`config.mk`:
```
export PLATFORM = sky130hd
export DESIGN_NAME = prio_irq_ctrl
export DESIGN_NICKNAME = d
export VERILOG_FILES = /design/src/rtl/irq_pkg.sv /design/src/rtl/irq_edge_sync.sv /design/src/rtl/irq_prio_pick.sv /design/src/rtl/irq_ack_seq.sv /design/src/rtl/prio_irq_ctrl.sv
export SDC_FILE = /design/constraint.sdc
export NUM_CORES = 1
export LEC_CHECK = 0
export ABC_CLOCK_PERIOD_IN_PS = 1850
export BUFFER_PORTS_ARGS = -buffer_cell sky130_fd_sc_hd__buf_2
export CORE_MARGIN = 2
export CORE_UTILIZATION = 50
export CTS_CLUSTER_DIAMETER = 50
export DETAILED_ROUTE_END_ITERATION = 8
export PLACE_DENSITY = 0.74
export SYNTH_ARGS = -nofsm -noshare
export SYNTH_HDL_FRONTEND = slang
export SYNTH_SLANG_ARGS = --single-unit
export TNS_END_PERCENT = 1
```
`constraint.sdc`:
```
create_clock -name clk -period 1.85 [get_ports clk]
set_input_delay 0.0925 -clock clk [delete_from_list [all_inputs] [get_ports clk]]
set_output_delay 0.0925 -clock clk [all_outputs]
set_load 0.02 [all_outputs]
```
`src/rtl/irq_pkg.sv`:
```
package irq_pkg;
  localparam int IRQ_LINES  = 8;
  localparam int IRQ_BASE_W = 5;

  typedef enum logic {
    ACK_IDLE   = 1'b0,
    ACK_SECOND = 1'b1
  } ack_state_e;

  localparam logic [1:0] ADDR_MASK = 2'd0;
  localparam logic [1:0] ADDR_BASE = 2'd1;
  localparam logic [1:0] ADDR_EOI  = 2'd2;
  localparam logic [1:0] ADDR_RD_BASE = 2'd3;
endpackage

```
`src/rtl/irq_edge_sync.sv`:
```
module irq_edge_sync #(
  parameter int W = 8
) (
  input  logic         clk,
  input  logic         rst_n,
  input  logic [W-1:0] raw_i,
  output logic [W-1:0] level_o,
  output logic [W-1:0] rise_o
);
  logic [W-1:0] meta_q, sync_q, prev_q;

  always_ff @(posedge clk) begin
    if (!rst_n) begin
      meta_q <= '0;
      sync_q <= '0;
      prev_q <= '0;
    end else begin
      meta_q <= raw_i;
      sync_q <= meta_q;
      prev_q <= sync_q;
    end
  end

  assign level_o = sync_q;
  assign rise_o  = sync_q & ~prev_q;
endmodule

```
`src/rtl/irq_prio_pick.sv`:
```
module irq_prio_pick #(
  parameter int W    = 8,
  parameter int ID_W = $clog2(W)
) (
  input  logic [W-1:0]    pend_i,
  input  logic [W-1:0]    block_i,
  output logic            any_o,
  output logic [ID_W-1:0] id_o
);
  always_comb begin
    logic blocked;
    blocked = 1'b0;
    any_o   = 1'b0;
    id_o    = '0;
    for (int i = 0; i < W; i++) begin
      blocked = blocked | block_i[i];
      if (!blocked && !any_o && pend_i[i]) begin
        any_o = 1'b1;
        id_o  = ID_W'(i);
      end
    end
  end

  always_comb begin
    for (int i = 0; i < W; i++) begin
      if (any_o && (ID_W'(i) <= id_o))
        assert_nest_R8: assert (!block_i[i]);
    end
  end
endmodule

```
`src/rtl/irq_ack_seq.sv`:
```
module irq_ack_seq #(
  parameter int ID_W   = 3,
  parameter int BASE_W = 5
) (
  input  logic                   clk,
  input  logic                   rst_n,
  input  logic                   ack_n_i,
  input  logic                   win_any_i,
  input  logic [ID_W-1:0]        win_id_i,
  input  logic [BASE_W-1:0]      base_i,
  output logic                   busy_o,
  output logic                   take_o,
  output logic [ID_W-1:0]        take_id_o,
  output logic [BASE_W+ID_W-1:0] vec_o,
  output logic                   vec_valid_o
);
  import irq_pkg::*;

  localparam logic [ID_W-1:0] DEFAULT_ID = '1;

  ack_state_e      state_q;
  logic            ack_prev_q;
  logic            fall;
  logic [ID_W-1:0] hold_id_q;
  logic            spur_q;

  assign fall      = ack_prev_q & ~ack_n_i;
  assign busy_o    = (state_q == ACK_SECOND);
  assign take_o    = (state_q == ACK_IDLE) && fall && win_any_i;
  assign take_id_o = win_id_i;

  always_ff @(posedge clk) begin
    if (!rst_n) begin
      state_q     <= ACK_IDLE;
      ack_prev_q  <= 1'b1;
      hold_id_q   <= '0;
      spur_q      <= 1'b0;
      vec_o       <= '0;
      vec_valid_o <= 1'b0;
    end else begin
      ack_prev_q  <= ack_n_i;
      vec_valid_o <= 1'b0;
      unique case (state_q)
        ACK_IDLE: if (fall) begin
          state_q   <= ACK_SECOND;
          hold_id_q <= win_any_i ? win_id_i : DEFAULT_ID;
          spur_q    <= !win_any_i;
        end
        ACK_SECOND: if (fall) begin
          state_q     <= ACK_IDLE;
          vec_o       <= {base_i, hold_id_q};
          vec_valid_o <= 1'b1;
        end
        default: state_q <= ACK_IDLE;
      endcase
    end
  end

  assert_vec_pulse_R11: assert property (@(posedge clk) disable iff (!rst_n)
    vec_valid_o |=> !vec_valid_o);

  assert_spur_default_R7: assert property (@(posedge clk) disable iff (!rst_n)
    (vec_valid_o && spur_q) |-> (vec_o[ID_W-1:0] == DEFAULT_ID));

  assert_no_take_busy_R6: assert property (@(posedge clk) disable iff (!rst_n)
    busy_o |-> !take_o);
endmodule

```
`src/rtl/prio_irq_ctrl.sv`:
```
module prio_irq_ctrl #(
  parameter int LINES  = irq_pkg::IRQ_LINES,
  parameter int BASE_W = irq_pkg::IRQ_BASE_W
) (
  input  logic             clk,
  input  logic             rst_n,
  input  logic [LINES-1:0] req_i,
  input  logic             ack_n_i,
  output logic             int_o,
  output logic [7:0]       vec_o,
  output logic             vec_valid_o,
  input  logic             reg_wr_i,
  input  logic [1:0]       reg_addr_i,
  input  logic [7:0]       reg_wdata_i,
  output logic [7:0]       reg_rdata_o
);
  import irq_pkg::*;

  localparam int ID_W  = $clog2(LINES);
  localparam int VEC_W = BASE_W + ID_W;

  logic [LINES-1:0]  req_lvl, req_rise;
  logic [LINES-1:0]  irr_q, isr_q, mask_q;
  logic [BASE_W-1:0] base_q;
  logic              win_any, eoi_any;
  logic [ID_W-1:0]   win_id, eoi_id;
  logic              busy, take;
  logic [ID_W-1:0]   take_id;
  logic [VEC_W-1:0]  vec_raw;
  logic [LINES-1:0]  take_bits, eoi_bits;
  logic              eoi_wr;

  irq_edge_sync #(.W(LINES)) u_sync (
    .clk(clk), .rst_n(rst_n), .raw_i(req_i),
    .level_o(req_lvl), .rise_o(req_rise)
  );

  irq_prio_pick #(.W(LINES), .ID_W(ID_W)) u_win (
    .pend_i(irr_q & ~mask_q), .block_i(isr_q),
    .any_o(win_any), .id_o(win_id)
  );

  irq_prio_pick #(.W(LINES), .ID_W(ID_W)) u_eoi (
    .pend_i(isr_q), .block_i('0),
    .any_o(eoi_any), .id_o(eoi_id)
  );

  irq_ack_seq #(.ID_W(ID_W), .BASE_W(BASE_W)) u_ack (
    .clk(clk), .rst_n(rst_n), .ack_n_i(ack_n_i),
    .win_any_i(win_any), .win_id_i(win_id), .base_i(base_q),
    .busy_o(busy), .take_o(take), .take_id_o(take_id),
    .vec_o(vec_raw), .vec_valid_o(vec_valid_o)
  );

  assign eoi_wr    = reg_wr_i && (reg_addr_i == ADDR_EOI);
  assign take_bits = take ? (LINES'(1) << take_id) : '0;
  assign eoi_bits  = (eoi_wr && eoi_any) ? (LINES'(1) << eoi_id) : '0;

  always_ff @(posedge clk) begin
    if (!rst_n) begin
      irr_q  <= '0;
      isr_q  <= '0;
      mask_q <= '1;
      base_q <= '0;
    end else begin
      irr_q <= (irr_q | req_rise) & req_lvl & ~take_bits;
      isr_q <= (isr_q & ~eoi_bits) | take_bits;
      if (reg_wr_i && reg_addr_i == ADDR_MASK) mask_q <= reg_wdata_i[LINES-1:0];
      if (reg_wr_i && reg_addr_i == ADDR_BASE) base_q <= reg_wdata_i[7 -: BASE_W];
    end
  end

  assign int_o = win_any && !busy;
  assign vec_o = 8'(vec_raw);

  always_comb begin
    unique case (reg_addr_i)
      ADDR_MASK:    reg_rdata_o = 8'(mask_q);
      ADDR_BASE:    reg_rdata_o = 8'(irr_q);
      ADDR_EOI:     reg_rdata_o = 8'(isr_q);
      ADDR_RD_BASE: reg_rdata_o = 8'({base_q, {ID_W{1'b0}}});
      default:      reg_rdata_o = '0;
    endcase
  end

  assert_masked_quiet_R3: assert property (@(posedge clk) disable iff (!rst_n)
    int_o |-> ((irr_q & ~mask_q) != '0));

  assert_take_sets_isr_R6: assert property (@(posedge clk) disable iff (!rst_n)
    take |=> isr_q[$past(take_id)]);

  assert_take_clears_irr_R6: assert property (@(posedge clk) disable iff (!rst_n)
    take |=> !irr_q[$past(take_id)]);

  assert_eoi_single_R9: assert property (@(posedge clk) disable iff (!rst_n)
    (eoi_wr && !take) |=> ($countones(isr_q) + 1 == $countones($past(isr_q))) || ($past(isr_q) == '0));
endmodule

```
==> Word level (Yosys, flattened, before mapping) <==
Index checks and enable logic that the tools add are counted.
{ "totals": {"register_bits": 67, "input_bits": 22, "out_inout_bits": 18, "elab_cells": 131} }
{ "op_classes": {"n_eq_ne": 3, "shift": 2, "n_mux": 37, "n_bitwise": 21, "reduce_logical": 56} }
{ "op_table": {"columns": ["operator", "n"], "rows": [
  ["AND 8 bit", 5],
  ["NOT 8 bit", 4],
  ["case mux 8 bit (4 select lines)", 1],
  ["logical AND 1 bit", 29],
  ["two-way mux 3 bit", 9],
  ["zero test 1 bit", 23],
  ["two-way mux 1 bit", 20],
  ["two-way mux 8 bit", 2],
  ["bitwise OR 8 bit", 2],
  ["<< shifter 1 x 3 -> 8 bit (first input constant)", 2],
  ["two-way mux 2 bit", 4],
  ["bitwise OR 1 bit", 7],
  ["AND reduction 2 bit", 3],
  ["equality test 2 bit (second input constant)", 2],
  ["equality test 2 x 1 -> 1 bit (second input constant)", 1],
  ["zero test 2 bit", 1],
  ["NOT 1 bit", 2],
  ["case mux 1 bit (2 select lines)", 1],
  ["AND 1 bit", 1]
]} }

==> Logic depth before layout (Yosys ltp) <==
Gate-level depths: netlist of the first run.
{ "logic_depth": {"word_depth": 36, "ltp_mapped": 7, "ltp_nobuf": 6} }

==> Modules after synthesis <==
From an unflattened synthesis of the first run, not the netlist that was laid out.
{ "unflattened": {"hier_cells": 303, "hier_area_um2": 2997.9} }
{ "by_module_without_submodules": {"columns": ["mod", "instances", "cells_per_inst", "area_per_inst_um2", "seq_area_each_um2"], "rows": [
  ["prio_irq_ctrl", 1, 138, 1388.8, 580.6],
  ["irq_edge_sync", 1, 58, 714.4, 480.5],
  ["irq_ack_seq", 1, 49, 549.3, 280.3],
  ["irq_prio_pick", 2, 29, 172.7, 0.0]
]} }

==> Least setup slack after synthesis of the first run <==
OpenSTA, ideal clock, no wires.
{ "synth_path": {"path_kind": "register -> register", "start": "reg isr_q[0]", "end": "reg irr_q[5]", "setup_ns": 0.115, "t_arrival_ns": 1.801, "required_ns": 1.735, "path_slack_ns": -0.066, "path_stages_with_launch": 7, "n_path_buf": 1, "synth_period_minus_slack_ns": 1.916, "cell_sequence": "dfxtp_1 buf_6 nor4_2 nand3_1 or3_1 a2111o_1 and3_1"} }
{ "synth_via": {"elab_chain_len": 35, "word_cells_on_any_way": 57, "classes_between": "shift (1); mux (16); bitwise (9); reduce/logical (31)"} }
{ "synth_rtl": {"columns": ["item", "line_no", "rtl"], "rows": [
  ["start, declared", "prio_irq_ctrl.sv:23", "logic [LINES-1:0] irr_q, isr_q, mask_q;"],
  ["start signal, assigned", "prio_irq_ctrl.sv:67", "isr_q <= (isr_q & ~eoi_bits) | take_bits;"],
  ["zero test 1 bit", "irq_prio_pick.sv:17", "if (!blocked && !any_o && pend_i[i]) begin"],
  ["logical AND 1 bit", "irq_prio_pick.sv:17", null],
  ["two-way mux 1 bit", "irq_prio_pick.sv:17", null],
  ["zero test 1 bit", "irq_prio_pick.sv:17", null],
  ["logical AND 1 bit (2 in series)", "irq_prio_pick.sv:17", null],
  ["two-way mux 1 bit", "irq_prio_pick.sv:17", null],
  ["zero test 1 bit", "irq_prio_pick.sv:17", null],
  ["logical AND 1 bit (2 in series)", "irq_prio_pick.sv:17", null],
  ["(+16 left out)", null, null],
  ["two-way mux 1 bit", "irq_prio_pick.sv:17", null],
  ["zero test 1 bit", "irq_prio_pick.sv:17", null],
  ["logical AND 1 bit (2 in series)", "irq_prio_pick.sv:17", null],
  ["two-way mux 3 bit / two-way mux 1 bit (equally long branches)", "irq_prio_pick.sv:17", null],
  ["<< shifter 1 x 3 -> 8 bit / logical AND 1 bit (equally long branches)", "prio_irq_ctrl.sv:56, irq_ack_seq.sv:29", null],
  ["two-way mux 8 bit (*)", "prio_irq_ctrl.sv:56", "assign take_bits = take ? (LINES'(1) << take_id) : '0;"],
  ["NOT 8 bit (*)", "prio_irq_ctrl.sv:66", "irr_q <= (irr_q | req_rise) & req_lvl & ~take_bits;"],
  ["AND 8 bit (*)", "prio_irq_ctrl.sv:66", null],
  ["end signal, assigned", "prio_irq_ctrl.sv:66", null],
  ["end, declared", "prio_irq_ctrl.sv:23", null]
]} }
Every way passes the cells marked *; elsewhere a longest branch is shown, timed or not.
A chain may end at the register's enable or synchronous reset.

==> Final worst setup path of the first run <==
Ends and elaborated chain as after synthesis.

==> reports/metrics.cfg, run 1 <==
[clock_network]
numCtsBuffers=9
cts_tree=yes
clkTransAtPathRegs_ns=0.07
h-tree-depth=3
cts_root_buf=clkbuf_8
clock-sinks=67
clk_latency_ns=0.34
postCtsSetupRepairBufs=0
cts.path.max_buffers=2

[placed_design]
gp_congestion=0.908
dp_hpwl_mm=4.41
port_buffers=39
post-place-ws_ns=-0.131

[grt]
grt_pass1_wl_mm=10.5
grt_pass1_vias=2249
grt.total_usage_pct=22.5
grt_max_degree=41
grt.overflow.total=0
antenna_found_initial=0

[setup_path]
start_kind=flip-flop
crit_arrival_ns=2.14
critPathMaxFanout=6
path_class=reg -> reg
r2r_start=isr_q[0]$_SDFF_PN0_
startpoint=isr_q[0]$_SDFF_PN0_
worstPathRequired_ns=2.09
crit_path_end_kind=flip-flop

[die]
die_h_microns=77.4
start_util_pct=52.3
die_w_microns=77.4
coreArea_sq_um=5140
placementRows=26
io_pins=40
die_area_sq_um=5980

[drt]
dr_wl_met3_microns=295
vias=2280
vias_per_cell=5.12
antenna_left=0
drc_errors=0
wl_met1_mm=2.77
drt_iter0_drc=96
wl_met2_mm=3.07
drtPass1Iterations=5
wl_per_cell_microns=14.0
route.final.wire_length_mm=6.24
top_layer_used=met4

[cells_and_area]
fin_util_pct=70.7
area_growth_pct=35.2
antennaDiodeCount=0
drive_above_1_share_pct=29.3
nets=394

[power_and_ir_drop]
p_leak_uw=0.00160
vdd_drop_max_v=0.000758
pwr_density_cell_nw_per_um2=872

[min_path]
worstHoldStart=reg_wr_i
hp-class=in -> reg

[yosys]
ys_ff_latch=67
postSynthCellCount=281
synth_edf_count=0
yosysUniqueCellTypes=39
synth-main-ff-cell=dfxtp_1
synthArstFlopShare_pct=0
ys_warn_count=0
synth_fp_nets=305
synth_area_sq_um=2690
seq_area_frac_synth_pct=49.9
avgSynthCellArea_sq_um=9.57

[run_status]
violations=setup timing
status=finished, violations left

[timing]
finClkSkew_ns=0.00826
worst_slack_ns=-0.0529
clock.fmax_ghz=0.526
finalSetupViolations=2
final_max_slew_viol_count=0
worstMarginPinSlew_ns=1.02
grt_setup_unrepaired=true
hold_viol=0
period_share_pct=103
post-route-min-period_ns=1.90
max-slew-margin-rel_pct=32.2

[run]
drv_cap=0

[where the power goes]
group / switching (uW) / internal (uW) / leakage, uW
Combinational: 145 / 147 / 0.000943
Clock: 559 / 803 / 0.000110
Sequential: 25.3 / 1490 / 0.000550
Total: 729 / 2440 / 0.00160
[metrics by stage]
step	std cells	power [uW]	hold WS [ns]	cell area [sq um]	TNS (ns)
6_report	445	3170	0.182	3640	-0.0760
5_1_grt	445	3290	0.219	3640	-0.389
4_1_cts	445	3190	0.180	3620	-0.0843
3_5_place_dp	412	1810	0.298	3190	-0.199
3_3_place_gp	412	1810	0.293	3190	-0.0975
2_1_floorplan	281	1700	0.194	2710	-0.0357
[cell usage in the layout, fill, tap and decap left out, types with 14 or more instances in the layout]
cell           instances
dfxtp_1               64
buf_2                 38
buf_4                 35
nor2_1                26
and2_1                25
nand2_1               23
dlygate4sd3_1         17
mux2i_1               16
o21ai_0               15
a21oi_1               14
[state kept, by name, summed over array words and instances, names as in the netlist]
register,cells
isr_q,8
mask_q,8
u_sync.prev_q,8
u_ack.vec_valid_o,1
u_ack.busy_o,1
u_sync.meta_q,8
irr_q,8
u_ack.vec_o,8
base_q,5
u_sync.level_o,8
u_ack.hold_id_q,3
u_ack.ack_prev_q,1
[path summary, 6_finish.rpt]
check | end | slack (ns) | depth (start not counted)
worst max-delay path | irr_q[5]$_SDFF_PN0_ | -0.05 | 5
worst min-delay path | isr_q[0]$_SDFF_PN0_ | 0.18 | 4
worst max register to register | irr_q[5]$_SDFF_PN0_ | -0.05 | 5
worst min register to register | u_sync.level_o[4]$_SDFF_PN0_ | 0.43 | 1
[cell type report]
| cell class | instances | area [sq um] |
|---|---|---|
| fillers | 431 | 1500 |
| inverters | 9 | 33.8 |
| multi-input cells | 193 | 1320 |
| clock inverters | 5 | 85.1 |
| flip-flops and latches | 67 | 1350 |
| clock buffers | 11 | 141 |
| well taps | 70 | 87.6 |
| repair buffers | 90 | 623 |
[what timing repair did]
action | CTS | global route
hold endpoints to repair | 18 | 0
resized for setup | 10 | 3
pin swaps | 2 | 0
endpoints found under the setup margin | 6 | 5
hold buffers | 17 | 0
cloned | 0 | 0
[Yosys cell counts, drive strengths merged (5+ instances only)]
cell type / number / area [sq um]
dfxtp: 67 / 1340
nor2: 27 / 101
and2: 25 / 156
nand2: 23 / 86.3
mux2i: 16 / 160
o21ai: 16 / 83.8
a21oi: 14 / 70.1
clkbuf: 11 / 41.3
nand3: 11 / 55.1
inv: 9 / 33.8
nand2b: 9 / 56.3
and3: 6 / 38.8
mux4: 5 / 113
nor2b: 5 / 31.3
[metal layers]
layer | vias up | global-route usage, %
met5 | - | 0
met4 | 0 | 8.75
met3 | 9 | 5.35
met2 | 53 | 37.7
met1 | 1074 | 27.9
li1 | 1144 | -
[cells by family after synthesis]
kind of cell / count (synthesis) / share of synthesized area, %
AND/OR/NAND/NOR: 126 / 25.8
buffers and inverters: 21 / 3.21
flip-flops: 67 / 49.9
AO/OA/AOI/OAI: 44 / 10.0
adder cells (fa/ha/maj): 2 / 0.930
multiplexers: 21 / 10.1
[worst max-delay path: stages (launching register included)]
cell      delay [ns]
dfxtp_4         0.37
or4_4           0.56
nor4b_4         0.23
o21ai_2         0.09
a2111o_1        0.37
and3_1          0.18
No activity file was read; power rests on OpenSTA's default activity.
==> inputs of run 2 (changes only) <==
BUFFER_PORTS_ARGS = -buffer_cell sky130_fd_sc_hd__buf_4   (was -buffer_cell sky130_fd_sc_hd__buf_2)
CELL_PAD_IN_SITES_DETAIL_PLACEMENT = 0   (was default)
CELL_PAD_IN_SITES_GLOBAL_PLACEMENT = 1   (was default)
CORE_UTILIZATION = 39   (was 50)
PLACE_DENSITY = default   (was 0.74)
PLACE_DENSITY_LB_ADDON = 0.1   (was default)
==> reports/metrics.cfg, run 2 (synthesis gave the netlist of run 1 again) <==
[cells_and_area]
final_cell_mix=buf_4, dfxtp_1, nor2_1
nets=407  ; +3.3%
antennaDiodeCount=0  ; unchanged
layout_commonest_cell=buf_4
area_growth_pct=42.1
drive_above_1_share_pct=32.2  ; +2.9 points

[grt]
grt.total_usage_pct=19.7  ; -2.7 points
antenna_found_initial=0  ; unchanged
globalRouteMet3Util_pct=3.79  ; -1.6 points
grt_pass1_wl_mm=11.1  ; +5.9%
grt_use_met1_pct=24.9  ; -3.0 points
met2_usage_pct=31.7  ; -6.0 points
busiest_layer=met2
grt_max_degree=32  ; -22%
grt.overflow.total=0  ; unchanged
grt_pass1_vias=2290  ; +1.8%

[timing]
finClkSkew_ns=0.00870  ; +0.000437 ns
final_max_slew_viol_count=0  ; unchanged
max-slew-margin-rel_pct=76.4  ; +44 points
hold_viol=0  ; unchanged
worstMarginPinSlew_ns=0.352  ; -0.663 ns
post-route-min-period_ns=1.95  ; +0.0476 ns
finalSetupViolations=3  ; +1
clock.fmax_ghz=0.513  ; -2.4%
grt_setup_unrepaired=true
worst_slack_ns=-0.101  ; -0.0476 ns
period_share_pct=105  ; +2.6 points
tns_ns=-0.174  ; -0.0980 ns

[die]
die_w_microns=87.1  ; +13%
die_h_microns=87.1  ; +13%
start_util_pct=40.0  ; -12 points
coreArea_sq_um=6720  ; +31%
die_area_sq_um=7580  ; +27%
placementRows=30  ; +15%
io_pins=40  ; unchanged

[clock_network]
h-tree-depth=3  ; unchanged
clock-sinks=67  ; unchanged
cts.path.max_buffers=2  ; unchanged
clkTransAtPathRegs_ns=0.07  ; about the same
numCtsBuffers=9  ; unchanged
cts_root_buf=clkbuf_8
cts_tree=yes
clk_latency_ns=0.35  ; about the same

[power_and_ir_drop]
total_power_uw=3070  ; -3.3%
pwr_density_cell_nw_per_um2=802  ; -8.0%
p_leak_uw=0.00167  ; +4.1%
vdd_drop_max_v=0.000625  ; -18%

[drt]
vias_per_cell=4.96  ; -3.2%
drtPass1Iterations=4  ; -1
drt_iter0_drc=135  ; +41%
drc_errors=0  ; unchanged
wl_per_cell_microns=14.3  ; +1.8%
vias=2320  ; +1.8%
antenna_left=0  ; unchanged
route.final.wire_length_mm=6.68  ; +7.0%

[setup_path]
r2r_end=irr_q[5]$_SDFF_PN0_
start_kind=flip-flop
path_class=reg -> reg
critPathMaxFanout=5  ; -1
worstPathRequired_ns=2.10  ; about the same
crit_arrival_ns=2.20  ; +0.06 ns
crit_path_end_kind=flip-flop
reg2reg_slack_ns=-0.10  ; -0.05 ns
rr_worst_depth=5  ; unchanged
r2r_start=isr_q[1]$_SDFF_PN0_

[run]
drv_cap=0  ; unchanged

[min_path]
worstHoldPathCells=2  ; -2
worstHoldStart=rst_n
min_to=mask_q[4]$_SDFFE_PN1P_
hp-class=in -> reg

[placed_design]
port_buffers=39  ; unchanged
dp_hpwl_mm=4.91  ; +11%
post-place-ws_ns=-0.131  ; -0.000318 ns
gp_congestion=0.896  ; -1.3%

[run_status]
status=finished, violations left
violations=setup timing

run 2: layout make-up:
cell class              instances  area [sq um]
clock buffers                  12           145
clock inverters                 4          50.0
fillers                       650          2900
inverters                       9          33.8
multi-input cells             193          1320
flip-flops and latches         67          1350
well taps                      80           100
repair buffers                103           831
run 2: power breakdown:
part	internal (uW)	switching, uW
registers	1490	25.0
logic	175	151
clock network	658	564
total	2330	740
run 2: worst max-delay path by stage:
stage                               end                 from  cells past startpoint
finish              irr_q[5]$_SDFF_PN0_  isr_q[1]$_SDFF_PN0_                      5
global route        irr_q[5]$_SDFF_PN0_  isr_q[0]$_SDFF_PN0_                      5
detailed placement  irr_q[5]$_SDFF_PN0_  isr_q[0]$_SDFF_PN0_                      6
floorplan           irr_q[5]$_SDFF_PN0_  isr_q[0]$_SDFF_PN0_                      6
global placement    irr_q[5]$_SDFF_PN0_  isr_q[0]$_SDFF_PN0_                      6
CTS                 irr_q[5]$_SDFF_PN0_  isr_q[0]$_SDFF_PN0_                      5
run 2: per-layer routing:
layer / vias up / part of all wire, %
met3: 15 / 3.7
met5: - / 0
met1: 1092 / 46
met2: 40 / 48
met4: 0 / 2.6
li1: 1173 / -
run 2: what timing repair did:
| item | 4_1_cts | 5_1_grt |
|---|---|---|
| endpoints found under the setup margin | 6 | 9 |
| hold buffers | 17 | 0 |
| pin swaps | 4 | 2 |
| resized for setup | 10 | 6 |
| buffers inserted | 4 | 0 |
| hold endpoints to repair | 21 | 0 |
run 2: per-stage QoR:
| stage | std cells | area, sq um | utilization, % | hold WS [ns] |
|---|---|---|---|---|
| final | 468 | 3820 | 56.9 | 0.0736 |
| after global placement | 431 | 3370 | 50.2 | 0.288 |
| after global routing | 468 | 3820 | 56.9 | 0.102 |
| after detailed placement | 431 | 3370 | 50.2 | 0.300 |
| after CTS | 468 | 3800 | 56.5 | 0.0756 |
| after floorplan | 281 | 2710 | - | 0.194 |
run 2: critical path, cell delays in order (launching register included):
cell,delay (ns)
dfxtp_2,0.37
or4_4,0.55
nor4b_4,0.24
o21ai_2,0.08
a2111o_1,0.43
and3_1,0.18
==> inputs of run 3 (changes only) <==
==> constraint.sdc (replaced) <==
create_clock -name clk -period 1.85 [get_ports clk]
set_input_delay 0.0925 -clock clk [delete_from_list [all_inputs] [get_ports clk]]
set_output_delay 0.0925 -clock clk [all_outputs]
set_load 0.05 [all_outputs]
==> reports/metrics.cfg, run 3 (synthesis gave the netlist of run 1 again) <==
[run_status]
status=finished, violations left
violations=setup timing

[power_and_ir_drop]
total_power_uw=3130  ; +2.1%
vdd_drop_max_v=0.000470  ; -25%
pwr_density_cell_nw_per_um2=812  ; +1.2%
p_leak_uw=0.00167  ; +0.25%

[setup_path]
startpoint=isr_q[0]$_SDFF_PN0_
crit_arrival_ns=2.22  ; +0.02 ns
critPathMaxFanout=5  ; unchanged
crit_buf_inv=0  ; unchanged
start_kind=flip-flop
critical-path-max-stage-delay_ns=0.57  ; +0.02 ns
r2r_start=isr_q[0]$_SDFF_PN0_
critical_path.slowest_cell=or4_4
critPathTopFamily=simple AND/OR/NAND/NOR gates
crit_path_end_kind=flip-flop
path_class=reg -> reg
path_cells=or4_4 > nor4b_4 > o21ai_2 > a2111o_1 > and3_1
worstPathRequired_ns=2.10  ; about the same

[timing]
post-route-min-period_ns=1.97  ; +0.0172 ns
hold_viol=0  ; unchanged
worst_slack_ns=-0.118  ; -0.0172 ns
finalSetupViolations=4  ; +1
worstMarginPinSlew_ns=0.421  ; +0.0687 ns
tns_ns=-0.268  ; -0.0944 ns
final_max_slew_viol_count=0  ; unchanged
grt_setup_unrepaired=true
clock.fmax_ghz=0.508  ; -0.87%
holdWs_ns=0.0571  ; -0.0164 ns
max-slew-margin-rel_pct=71.8  ; -4.6 points
finClkSkew_ns=0.0105  ; +0.00177 ns
period_share_pct=106  ; +0.93 points

[cells_and_area]
drive_above_1_share_pct=33.8  ; +1.5 points
layout_commonest_cell=buf_4
antennaDiodeCount=0  ; unchanged
area_growth_pct=43.4
final_cell_mix=buf_4, dfxtp_1, and2_1
finalInstanceArea_sq_um=3860  ; +0.88%
nets=407  ; unchanged

[grt]
grt.overflow.total=0  ; unchanged
antenna_found_initial=0  ; unchanged
grt_pass1_vias=2227  ; -2.8%
grt.total_usage_pct=19.3  ; -0.41 points
grt_max_degree=25  ; -22%
grt_pass1_wl_mm=10.9  ; -2.1%

[drt]
drtPass1Iterations=4  ; unchanged
antenna_left=0  ; unchanged
wl_per_cell_microns=14.5  ; +1.3%
route.final.wire_length_mm=6.76  ; +1.3%
vias=2348  ; +1.2%
drt_iter0_drc=102  ; -24%
drc_errors=0  ; unchanged
vias_per_cell=5.02  ; +1.2%

[placed_design]
placed_area_sq_um=3380  ; +0.30%
post-place-ws_ns=-0.134  ; -0.00354 ns
dp_hpwl_mm=4.89  ; -0.27%
gp_congestion=0.858  ; -4.3%
port_buffers=39  ; unchanged

[die]
coreArea_sq_um=6720  ; unchanged
die_w_microns=87.1  ; unchanged
placementRows=30  ; unchanged
io_pins=40  ; unchanged
start_util_pct=40.0  ; unchanged
die_area_sq_um=7580  ; unchanged
die_h_microns=87.1  ; unchanged

[clock_network]
clkTransAtPathRegs_ns=0.08  ; about the same
h-tree-depth=3  ; unchanged
cts_tree=yes
cts.path.max_buffers=2  ; unchanged
clock-sinks=67  ; unchanged
numCtsBuffers=9  ; unchanged
clk_latency_ns=0.35  ; about the same
cts_root_buf=clkbuf_8

[min_path]
worstHoldStart=rst_n
hp-class=in -> reg

[run]
drv_cap=0  ; unchanged

[run 3: final timing paths]
path / endpoint / slack (ns) / cells past startpoint
worst max register to register: irr_q[5]$_SDFF_PN0_ / -0.12 / 5
worst max-delay path: irr_q[5]$_SDFF_PN0_ / -0.12 / 5
worst min-delay path: mask_q[2]$_SDFFE_PN1P_ / 0.06 / 2
worst min register to register: u_sync.level_o[0]$_SDFF_PN0_ / 0.43 / 1
[run 3: routing by layer]
layer  share of wire, %  GRT usage [%]
met5                  0              0
met4                1.6           8.38
met3                2.9           4.36
met2                 49           31.3
met1                 46           24.7
[run 3: final cells by class]
class / count / area [sq um]
fillers: 641 / 2860
flip-flops and latches: 67 / 1350
multi-input cells: 193 / 1350
repair buffers: 103 / 827
clock buffers: 10 / 138
well taps: 80 / 100
clock inverters: 6 / 63.8
inverters: 9 / 33.8
[run 3: through the flow]
step / std cells / util (%)
finish: 468 / 57.4
global route: 468 / 57.4
CTS: 467 / 56.8
detailed placement: 432 / 50.3
global placement: 432 / 50.3
floorplan: 281 / -
[run 3: power breakdown]
| group | leakage, uW | internal [uW] | switching [uW] |
|---|---|---|---|
| clock network | 0.0000987 | 659 | 584 |
| logic | 0.00102 | 179 | 191 |
| registers | 0.000550 | 1490 | 25.1 |
| total | 0.00167 | 2330 | 801 |
[run 3: what timing repair did]
action	4_1_cts	5_1_grt
resized for setup	14	10
setup buffers	2	1
endpoints found under the setup margin	6	8
pin swaps	4	7
hold buffers	17	0
hold endpoints to repair	22	0
